### src/rtl/vtag_tlb_pkg.sv
package vtag_tlb_pkg;

  typedef enum logic [1:0] {
    ACC_RD = 2'd0,
    ACC_WR = 2'd1,
    ACC_EX = 2'd2
  } acc_e;

  typedef enum logic [1:0] {
    INV_ALL  = 2'd0,
    INV_VM   = 2'd1,
    INV_VMAS = 2'd2
  } inv_e;

  typedef enum logic {
    ST_IDLE = 1'b0,
    ST_WAIT = 1'b1
  } tlb_st_e;

  localparam logic [1:0] CAUSE_OK = 2'd0;
  localparam logic [1:0] CAUSE_RD = 2'd1;
  localparam logic [1:0] CAUSE_WR = 2'd2;
  localparam logic [1:0] CAUSE_EX = 2'd3;

  // perm bit 0 read, bit 1 write, bit 2 execute
  function automatic logic [1:0] perm_cause(input logic [2:0] perm, input logic [1:0] acc);
    logic [1:0] c;
    case (acc)
      ACC_WR:  c = perm[1] ? CAUSE_OK : CAUSE_WR;
      ACC_EX:  c = perm[2] ? CAUSE_OK : CAUSE_EX;
      default: c = perm[0] ? CAUSE_OK : CAUSE_RD;
    endcase
    return c;
  endfunction

endpackage

### src/rtl/vtag_tlb_entry.sv
module vtag_tlb_entry #(
  parameter int VPN_W  = 20,
  parameter int PPN_W  = 20,
  parameter int SPAN_W = 9,
  parameter int VMID_W = 4,
  parameter int ASID_W = 8
) (
  input  logic              clk,
  input  logic              rst_n,
  input  logic [VPN_W-1:0]  lk_vpn,
  input  logic [ASID_W-1:0] lk_asid,
  input  logic [VMID_W-1:0] lk_vmid,
  output logic              hit,
  output logic              valid_o,
  output logic [PPN_W-1:0]  ppn_o,
  output logic              big_o,
  output logic [2:0]        perm_o,
  input  logic              wr_en,
  input  logic [VPN_W-1:0]  wr_vpn,
  input  logic [ASID_W-1:0] wr_asid,
  input  logic [VMID_W-1:0] wr_vmid,
  input  logic [PPN_W-1:0]  wr_ppn,
  input  logic              wr_big,
  input  logic [2:0]        wr_perm,
  input  logic              inv_en,
  input  logic [1:0]        inv_kind,
  input  logic [VMID_W-1:0] inv_vmid,
  input  logic [ASID_W-1:0] inv_asid
);
  import vtag_tlb_pkg::*;

  logic              valid_q, valid_d;
  logic [VPN_W-1:0]  vpn_q;
  logic [ASID_W-1:0] asid_q;
  logic [VMID_W-1:0] vmid_q;
  logic [PPN_W-1:0]  ppn_q;
  logic              big_q;
  logic [2:0]        perm_q;
  logic [VPN_W-1:0]  cmp_mask;
  logic              inv_match;

  // a 2 MB entry ignores the low SPAN_W page-number bits
  assign cmp_mask = big_q ? {{(VPN_W-SPAN_W){1'b1}}, {SPAN_W{1'b0}}} : {VPN_W{1'b1}};
  assign hit = valid_q && (vmid_q == lk_vmid) && (asid_q == lk_asid) &&
               (((vpn_q ^ lk_vpn) & cmp_mask) == '0);

  always_comb begin
    case (inv_kind)
      INV_ALL:  inv_match = 1'b1;
      INV_VM:   inv_match = (vmid_q == inv_vmid);
      INV_VMAS: inv_match = (vmid_q == inv_vmid) && (asid_q == inv_asid);
      default:  inv_match = 1'b0;
    endcase
    valid_d = valid_q;
    if (inv_en && inv_match) valid_d = 1'b0;
    if (wr_en)               valid_d = 1'b1;
  end

  always_ff @(posedge clk or negedge rst_n) begin
    if (!rst_n) valid_q <= 1'b0;
    else        valid_q <= valid_d;
  end

  always_ff @(posedge clk) begin
    if (wr_en) begin
      vpn_q  <= wr_vpn;
      asid_q <= wr_asid;
      vmid_q <= wr_vmid;
      ppn_q  <= wr_ppn;
      big_q  <= wr_big;
      perm_q <= wr_perm;
    end
  end

  assign valid_o = valid_q;
  assign ppn_o   = ppn_q;
  assign big_o   = big_q;
  assign perm_o  = perm_q;

endmodule

### src/rtl/vtag_tlb_victim.sv
module vtag_tlb_victim #(
  parameter int ENTRIES = 8,
  parameter int IDX_W   = 3
) (
  input  logic               clk,
  input  logic               rst_n,
  input  logic [ENTRIES-1:0] valid_vec,
  input  logic               alloc,
  output logic [IDX_W-1:0]   slot
);
  logic [IDX_W-1:0] rr_q, rr_d, free_idx;
  logic             any_free;

  always_comb begin
    free_idx = '0;
    for (int i = ENTRIES - 1; i >= 0; i--) begin
      if (!valid_vec[i]) free_idx = IDX_W'(i);
    end
    any_free = ~&valid_vec;
    slot     = any_free ? free_idx : rr_q;
    rr_d     = rr_q;
    if (alloc && !any_free) begin
      rr_d = (rr_q == IDX_W'(ENTRIES - 1)) ? '0 : rr_q + 1'b1;
    end
  end

  always_ff @(posedge clk or negedge rst_n) begin
    if (!rst_n) rr_q <= '0;
    else        rr_q <= rr_d;
  end

  // while a free entry exists, the chosen slot is never a live one
  a_r8_free_slot_first: assert property (@(posedge clk) disable iff (!rst_n)
    (alloc && !(&valid_vec)) |-> !valid_vec[slot]);

endmodule

### src/rtl/vtag_tlb.sv
module vtag_tlb #(
  parameter int VA_W      = 32,
  parameter int PA_W      = 32,
  parameter int PAGE_BITS = 12,
  parameter int BLK_BITS  = 21,
  parameter int ENTRIES   = 8,
  parameter int VMID_W    = 4,
  parameter int ASID_W    = 8
) (
  input  logic                      clk,
  input  logic                      rst_n,
  input  logic                      lk_valid,
  output logic                      lk_ready,
  input  logic [VA_W-1:0]           lk_va,
  input  logic [ASID_W-1:0]         lk_asid,
  input  logic [VMID_W-1:0]         lk_vmid,
  input  logic [1:0]                lk_acc,
  output logic                      rsp_valid,
  output logic [PA_W-1:0]           rsp_pa,
  output logic                      rsp_fault,
  output logic [1:0]                rsp_cause,
  output logic                      walk_req,
  output logic [VA_W-1:0]           walk_va,
  output logic [ASID_W-1:0]         walk_asid,
  output logic [VMID_W-1:0]         walk_vmid,
  input  logic                      fill_valid,
  input  logic [PA_W-PAGE_BITS-1:0] fill_ppn,
  input  logic                      fill_big,
  input  logic [2:0]                fill_perm_s1,
  input  logic [2:0]                fill_perm_s2,
  input  logic                      inv_valid,
  input  logic [1:0]                inv_kind,
  input  logic [VMID_W-1:0]         inv_vmid,
  input  logic [ASID_W-1:0]         inv_asid
);
  import vtag_tlb_pkg::*;

  localparam int VPN_W  = VA_W - PAGE_BITS;
  localparam int PPN_W  = PA_W - PAGE_BITS;
  localparam int SPAN_W = BLK_BITS - PAGE_BITS;
  localparam int IDX_W  = (ENTRIES > 1) ? $clog2(ENTRIES) : 1;

  tlb_st_e           st_q, st_d;
  logic [VA_W-1:0]   va_q;
  logic [ASID_W-1:0] asid_q;
  logic [VMID_W-1:0] vmid_q;
  logic [1:0]        acc_q;
  logic              rv_q, rv_d;
  logic [PA_W-1:0]   pa_q, pa_d;
  logic [1:0]        cause_q, cause_d;

  logic [ENTRIES-1:0] hit_vec, valid_vec;
  logic [PPN_W-1:0]   e_ppn  [ENTRIES];
  logic               e_big  [ENTRIES];
  logic [2:0]         e_perm [ENTRIES];

  logic             hit_any, sel_big;
  logic [PPN_W-1:0] sel_ppn;
  logic [2:0]       sel_perm, fill_perm;
  logic             acc_fire, fill_take, cap_en;
  logic [IDX_W-1:0] slot;

  function automatic logic [PA_W-1:0] make_pa(input logic [PPN_W-1:0] ppn,
                                              input logic big, input logic [VA_W-1:0] va);
    return big ? {ppn[PPN_W-1:SPAN_W], va[BLK_BITS-1:0]} : {ppn, va[PAGE_BITS-1:0]};
  endfunction

  assign lk_ready  = (st_q == ST_IDLE);
  assign acc_fire  = lk_valid && lk_ready;
  assign fill_take = (st_q == ST_WAIT) && fill_valid;
  assign fill_perm = fill_perm_s1 & fill_perm_s2;

  for (genvar g = 0; g < ENTRIES; g++) begin : g_ent
    vtag_tlb_entry #(
      .VPN_W(VPN_W), .PPN_W(PPN_W), .SPAN_W(SPAN_W), .VMID_W(VMID_W), .ASID_W(ASID_W)
    ) u_ent (
      .clk(clk), .rst_n(rst_n),
      .lk_vpn(lk_va[VA_W-1:PAGE_BITS]), .lk_asid(lk_asid), .lk_vmid(lk_vmid),
      .hit(hit_vec[g]), .valid_o(valid_vec[g]),
      .ppn_o(e_ppn[g]), .big_o(e_big[g]), .perm_o(e_perm[g]),
      .wr_en(fill_take && (slot == IDX_W'(g))),
      .wr_vpn(va_q[VA_W-1:PAGE_BITS]), .wr_asid(asid_q), .wr_vmid(vmid_q),
      .wr_ppn(fill_ppn), .wr_big(fill_big), .wr_perm(fill_perm),
      .inv_en(inv_valid), .inv_kind(inv_kind), .inv_vmid(inv_vmid), .inv_asid(inv_asid)
    );
  end

  vtag_tlb_victim #(.ENTRIES(ENTRIES), .IDX_W(IDX_W)) u_victim (
    .clk(clk), .rst_n(rst_n), .valid_vec(valid_vec), .alloc(fill_take), .slot(slot)
  );

  // lowest-numbered hit wins when a small page sits inside a cached block
  always_comb begin
    hit_any  = 1'b0;
    sel_ppn  = '0;
    sel_big  = 1'b0;
    sel_perm = '0;
    for (int i = ENTRIES - 1; i >= 0; i--) begin
      if (hit_vec[i]) begin
        hit_any  = 1'b1;
        sel_ppn  = e_ppn[i];
        sel_big  = e_big[i];
        sel_perm = e_perm[i];
      end
    end
  end

  always_comb begin
    st_d    = st_q;
    rv_d    = 1'b0;
    pa_d    = pa_q;
    cause_d = cause_q;
    cap_en  = 1'b0;
    if (st_q == ST_IDLE) begin
      if (acc_fire && hit_any) begin
        rv_d    = 1'b1;
        pa_d    = make_pa(sel_ppn, sel_big, lk_va);
        cause_d = perm_cause(sel_perm, lk_acc);
      end else if (acc_fire) begin
        cap_en = 1'b1;
        st_d   = ST_WAIT;
      end
    end else if (fill_valid) begin
      rv_d    = 1'b1;
      pa_d    = make_pa(fill_ppn, fill_big, va_q);
      cause_d = perm_cause(fill_perm, acc_q);
      st_d    = ST_IDLE;
    end
  end

  always_ff @(posedge clk or negedge rst_n) begin
    if (!rst_n) begin
      st_q    <= ST_IDLE;
      rv_q    <= 1'b0;
      pa_q    <= '0;
      cause_q <= CAUSE_OK;
    end else begin
      st_q <= st_d;
      rv_q <= rv_d;
      if (rv_d) begin
        pa_q    <= pa_d;
        cause_q <= cause_d;
      end
    end
  end

  always_ff @(posedge clk) begin
    if (cap_en) begin
      va_q   <= lk_va;
      asid_q <= lk_asid;
      vmid_q <= lk_vmid;
      acc_q  <= lk_acc;
    end
  end

  assign rsp_valid = rv_q;
  assign rsp_pa    = pa_q;
  assign rsp_cause = cause_q;
  assign rsp_fault = (cause_q != CAUSE_OK);
  assign walk_req  = (st_q == ST_WAIT);
  assign walk_va   = va_q;
  assign walk_asid = asid_q;
  assign walk_vmid = vmid_q;

  // a walk starts only after an accepted lookup that missed
  a_r3_walk_after_miss: assert property (@(posedge clk) disable iff (!rst_n)
    $rose(walk_req) |-> $past(acc_fire && !hit_any));

  // a refill is answered in the next cycle and lookups reopen
  a_r10_fill_answered: assert property (@(posedge clk) disable iff (!rst_n)
    (walk_req && fill_valid) |=> (rsp_valid && lk_ready));

  // every answer is caused by a hit or a refill one cycle earlier
  a_r10_rsp_has_source: assert property (@(posedge clk) disable iff (!rst_n)
    rsp_valid |-> ($past(acc_fire && hit_any) || $past(walk_req && fill_valid)));

  // invalidate-all leaves no live entry unless a refill lands at once
  a_r9_inv_all_empties: assert property (@(posedge clk) disable iff (!rst_n)
    (inv_valid && inv_kind == INV_ALL && !fill_take) |=> (valid_vec == '0));

endmodule

### config.mk
export PLATFORM = sky130hd
export DESIGN_NAME = vtag_tlb
export DESIGN_NICKNAME = d
export VERILOG_FILES = /design/src/rtl/vtag_tlb_pkg.sv /design/src/rtl/vtag_tlb_entry.sv /design/src/rtl/vtag_tlb_victim.sv /design/src/rtl/vtag_tlb.sv
export SDC_FILE = /design/constraint.sdc
export NUM_CORES = 1
export LEC_CHECK = 0
export ABC_CLOCK_PERIOD_IN_PS = 7450
export BUFFER_PORTS_ARGS = -buffer_cell sky130_fd_sc_hd__buf_2
export CAP_MARGIN = 10
export CORE_MARGIN = 8
export CORE_UTILIZATION = 57
export CTS_BUF_LIST = sky130_fd_sc_hd__clkbuf_16
export DETAILED_ROUTE_END_ITERATION = 6
export PLACE_DENSITY = 0.76
export SKIP_CTS_REPAIR_TIMING = 1
export SLEW_MARGIN = 5
export SYNTH_ARGS = -nofsm -noshare
export SYNTH_HDL_FRONTEND = slang
export SYNTH_SLANG_ARGS = --single-unit
### constraint.sdc
create_clock -name clk -period 7.45 [get_ports clk]
set_input_delay 1.49 -clock clk [delete_from_list [all_inputs] [get_ports clk]]
set_output_delay 1.49 -clock clk [all_outputs]
set_load 0.1 [all_outputs]
==> key figures <==
STA
  • Min Tclk post-route: 4950 ps
  • Measured slew at the worst slew-check pin: 1260 ps
  • Layout Skew: 38.73 ps
  • Max Slew Vio Count: 0
  • Tcrit/Tclk final: 66.44%
  • Fin. Hold Viols: 0
  • Max Clk Rate: 0.2020 GHz
  • RSZ-0062 raised after global routing: false
  • Worst slew margin: 15.80%
  • Final WS setup: 2500 ps
  • Setup TNS: 0 ps
  • Final setup viols: 0

Detailed routing
  • DR pass1 iterations: 6
  • DR WL/cell: 27.37 µm
  • DRT iter0 DRCs: 1818
  • Average vias per placed instance: 6.288
  • WL final: 64810 µm
  • Via count: 14.89k
  • Final ANT Viol Nets: 0
  • DRC violations left: 0

Logic synthesis
  • Async set-reset flop share out of synthesis: 8.688%
  • Main synth FF type: edfxtp_1
  • #FFs+latches synth: 541
  • Most common cell in the synthesized netlist: edfxtp_1
  • Top post-synthesis cells by count: edfxtp_1, xor2_1, xnor2_1
  • Post-Synth XOR/XNOR Area: 13.17%
  • Yosys top cell area share: 63.38%
  • Complex-gate fraction of the synthesized area: 5.260%
  • Syn Area/Cell: 14.34 µm²
  • Post-synthesis mux area share: 2.384%
  • Post-synth EDFFs: 494
  • Largest family of logic cells by synthesized area: XOR/XNOR gates
  • Synth cell types: 61
  • Synth Warn #: 0
  • Synthesized net count: 1730
  • Register area share after synthesis: 68.41%
  • Area leader, netlist: edfxtp_1
  • Post-Syn Area: 23400 µm²
  • Gate Count Post-Synth: 1632
  • Synth Area in Simple Gates: 8.233%
  • Main area contributors after synthesis: edfxtp_1, xor2_1, dfrtp_1, xnor2_1, nand3_1
  • Post-Synth Adder-Cell Area: 0.3208%

Clock tree
  • Root buf cell: clkbuf_16
  • Num CTS Buffers: 53
  • CTS tree: yes
  • Clock Path Buffers: 3
  • Clk Latency, worst-skew pair: 620 ps
  • Max H-tree Level: 2
  • Clock Sinks: 541
  • Clock Pin Slew Worst Setup and Hold Paths: 60 ps

Global routing
  • Total Routing Usage GR: 27.11%
  • Largest net degree at the start of global routing: 57
  • Total grt overflow: 0
  • Initial antenna violation count: 3
  • First-pass GRT wire length: 96230 µm
  • Vias in the first global route: 14.75k

Run
  • Max-Cap Viols: 0

Floorplanning
  • Initial core utilization: 57.58%
  • Num rows: 74
  • # IOs: 174
  • Die width: 218.6 µm
  • Die Y-Extent: 218.6 µm
  • Die Footprint: 47800 µm²
  • Core area: 40650 µm²

Hold path
  • Worst min-delay path category: reg -> reg

Placed design
  • Post-place instance area: 24780 µm²
  • Dpl ws: 1963 ps
  • Gpl congestion: 0.9206
  • Dpl hpwl: 41700 µm
  • PortBufs: 173

Cells and area
  • Area grow syn2layout: 13.63%
  • Layout cells sized above 1: 17.38%
  • FF/Latch Area: 16010 µm²
  • FILL cells: 2813
  • Final nets: 1888
  • Finished layout cell area: 26590 µm²
  • Multi-input logic area: 6969 µm²

Run status
  • Outcome: finished, final reports clean

Setup path
  • CP max FO: 25
  • Critical path class: in -> reg
  • Startpoint types: primary input
  • CP arrival: 5450 ps
  • Worst Setup End Kind: register
  • Req. time, crit path: 7950 ps

Pwr
  • VDD IR max: 0.2694 mV
  • Power Density: 292.9 nW/µm²
  • Pleak: 0.009239 µW
## cell type report
type                    instances  area share [%]
well taps                     532           2.503
multi-input cells             974           26.21
inverters                      23          0.3246
repair buffers                197           3.933
diodes                          1        0.009410
flip-flops and latches        541           60.21
clock inverters                46           1.736
clock buffers                  54           5.081
## cells by family (layout without fill, tap and decap cells)
group | Yosys count | after routing
multiplexers | 53 | 53
AND/OR/NAND/NOR | 384 | 384
AO/OA/AOI/OAI | 179 | 179
adder cells (fa/ha/maj) | 6 | 6
other | 0 | 1
flip-flops | 541 | 541
XOR/XNOR | 352 | 352
buffers and inverters | 117 | 320
## placed cells by master, fill, tap and decap left out, types with 28 or more instances in the layout
cell type and count:
dfrtp_1 46, inv_1 28, o21ai_0 36, mux2i_1 31, nand3_1 65, xor2_1 225, nand2_1 86, edfxtp_1 494
nor4_1 49, xnor2_1 127, clkbuf_16 54, buf_2 173, nor2_1 72, nand4_1 45
## final timing paths
path,start,end,slack [ps],depth (start not counted)
setup / recovery,lk_va[24],rsp_cause[0],2500,11
hold / removal,rsp_pa[8],rsp_pa[8],480,2
setup reg to reg,g_ent[3].u_ent.vmid_q[3],rsp_cause[0],3220,9
hold reg to reg,rsp_pa[8],rsp_pa[8],480,2
max in group asynchronous,rst_n,rsp_pa[7],5900,2
min in group asynchronous,rst_n,rsp_pa[19],1000,2
## critical path, stage by stage
cell,delay (ps)
buf_2,230
xor2_1,210
nor4_1,600
nand4_1,590
nor3_1,680
nor2_1,190
nand4_1,250
a22oi_2,120
inv_2,500
o21ai_1,180
o32a_1,380
## metal layers
layer	track usage, %	share of wire, %	routed length, µm	vias up
met4	9.673	3.1	2033	2
met1	38.54	40	25960	7442
li1	-	-	-	6389
met3	5.185	11	6933	134
met5	0	0.020	13	-
met2	41.50	46	29870	924
## stage by stage
stage | cells | hold slack, ps | power [µW] | utilization [%]
3_5_place_dp | 2267 | 470.6 | 5054 | 60.96
5_1_grt | 2368 | 498.5 | 7995 | 65.43
4_1_cts | 2367 | 486.2 | 7799 | 65.42
3_3_place_gp | 2267 | 458.3 | 5033 | 60.96
6_report | 2368 | 480.1 | 7790 | 65.43
2_1_floorplan | 1632 | 502.8 | 4693 | -
## where the power goes
group / internal, µW / total [µW] / switching [µW] / leakage (µW)
Combinational: 245 / 1260 / 1010 / 0.00327
Sequential: 3580 / 3750 / 168 / 0.00506
Clock: 1600 / 2790 / 1180 / 0.000909
Total: 5430 / 7790 / 2360 / 0.00924
## state kept, by name (all words and copies together), names as in the netlist
name                 flops
g_ent.u_ent.perm_o      24
g_ent.u_ent.valid_o      8
g_ent.u_ent.vpn_q      160
rsp_pa                  32
g_ent.u_ent.big_o        8
rsp_valid                1
walk_asid                8
g_ent.u_ent.asid_q      64
u_victim.rr_q            3
g_ent.u_ent.vmid_q      32
walk_vmid                4
walk_req                 1
rsp_cause                2
walk_va                 32
g_ent.u_ent.ppn_o      160
acc_q                    2
Power figures use the tool's default switching activity.
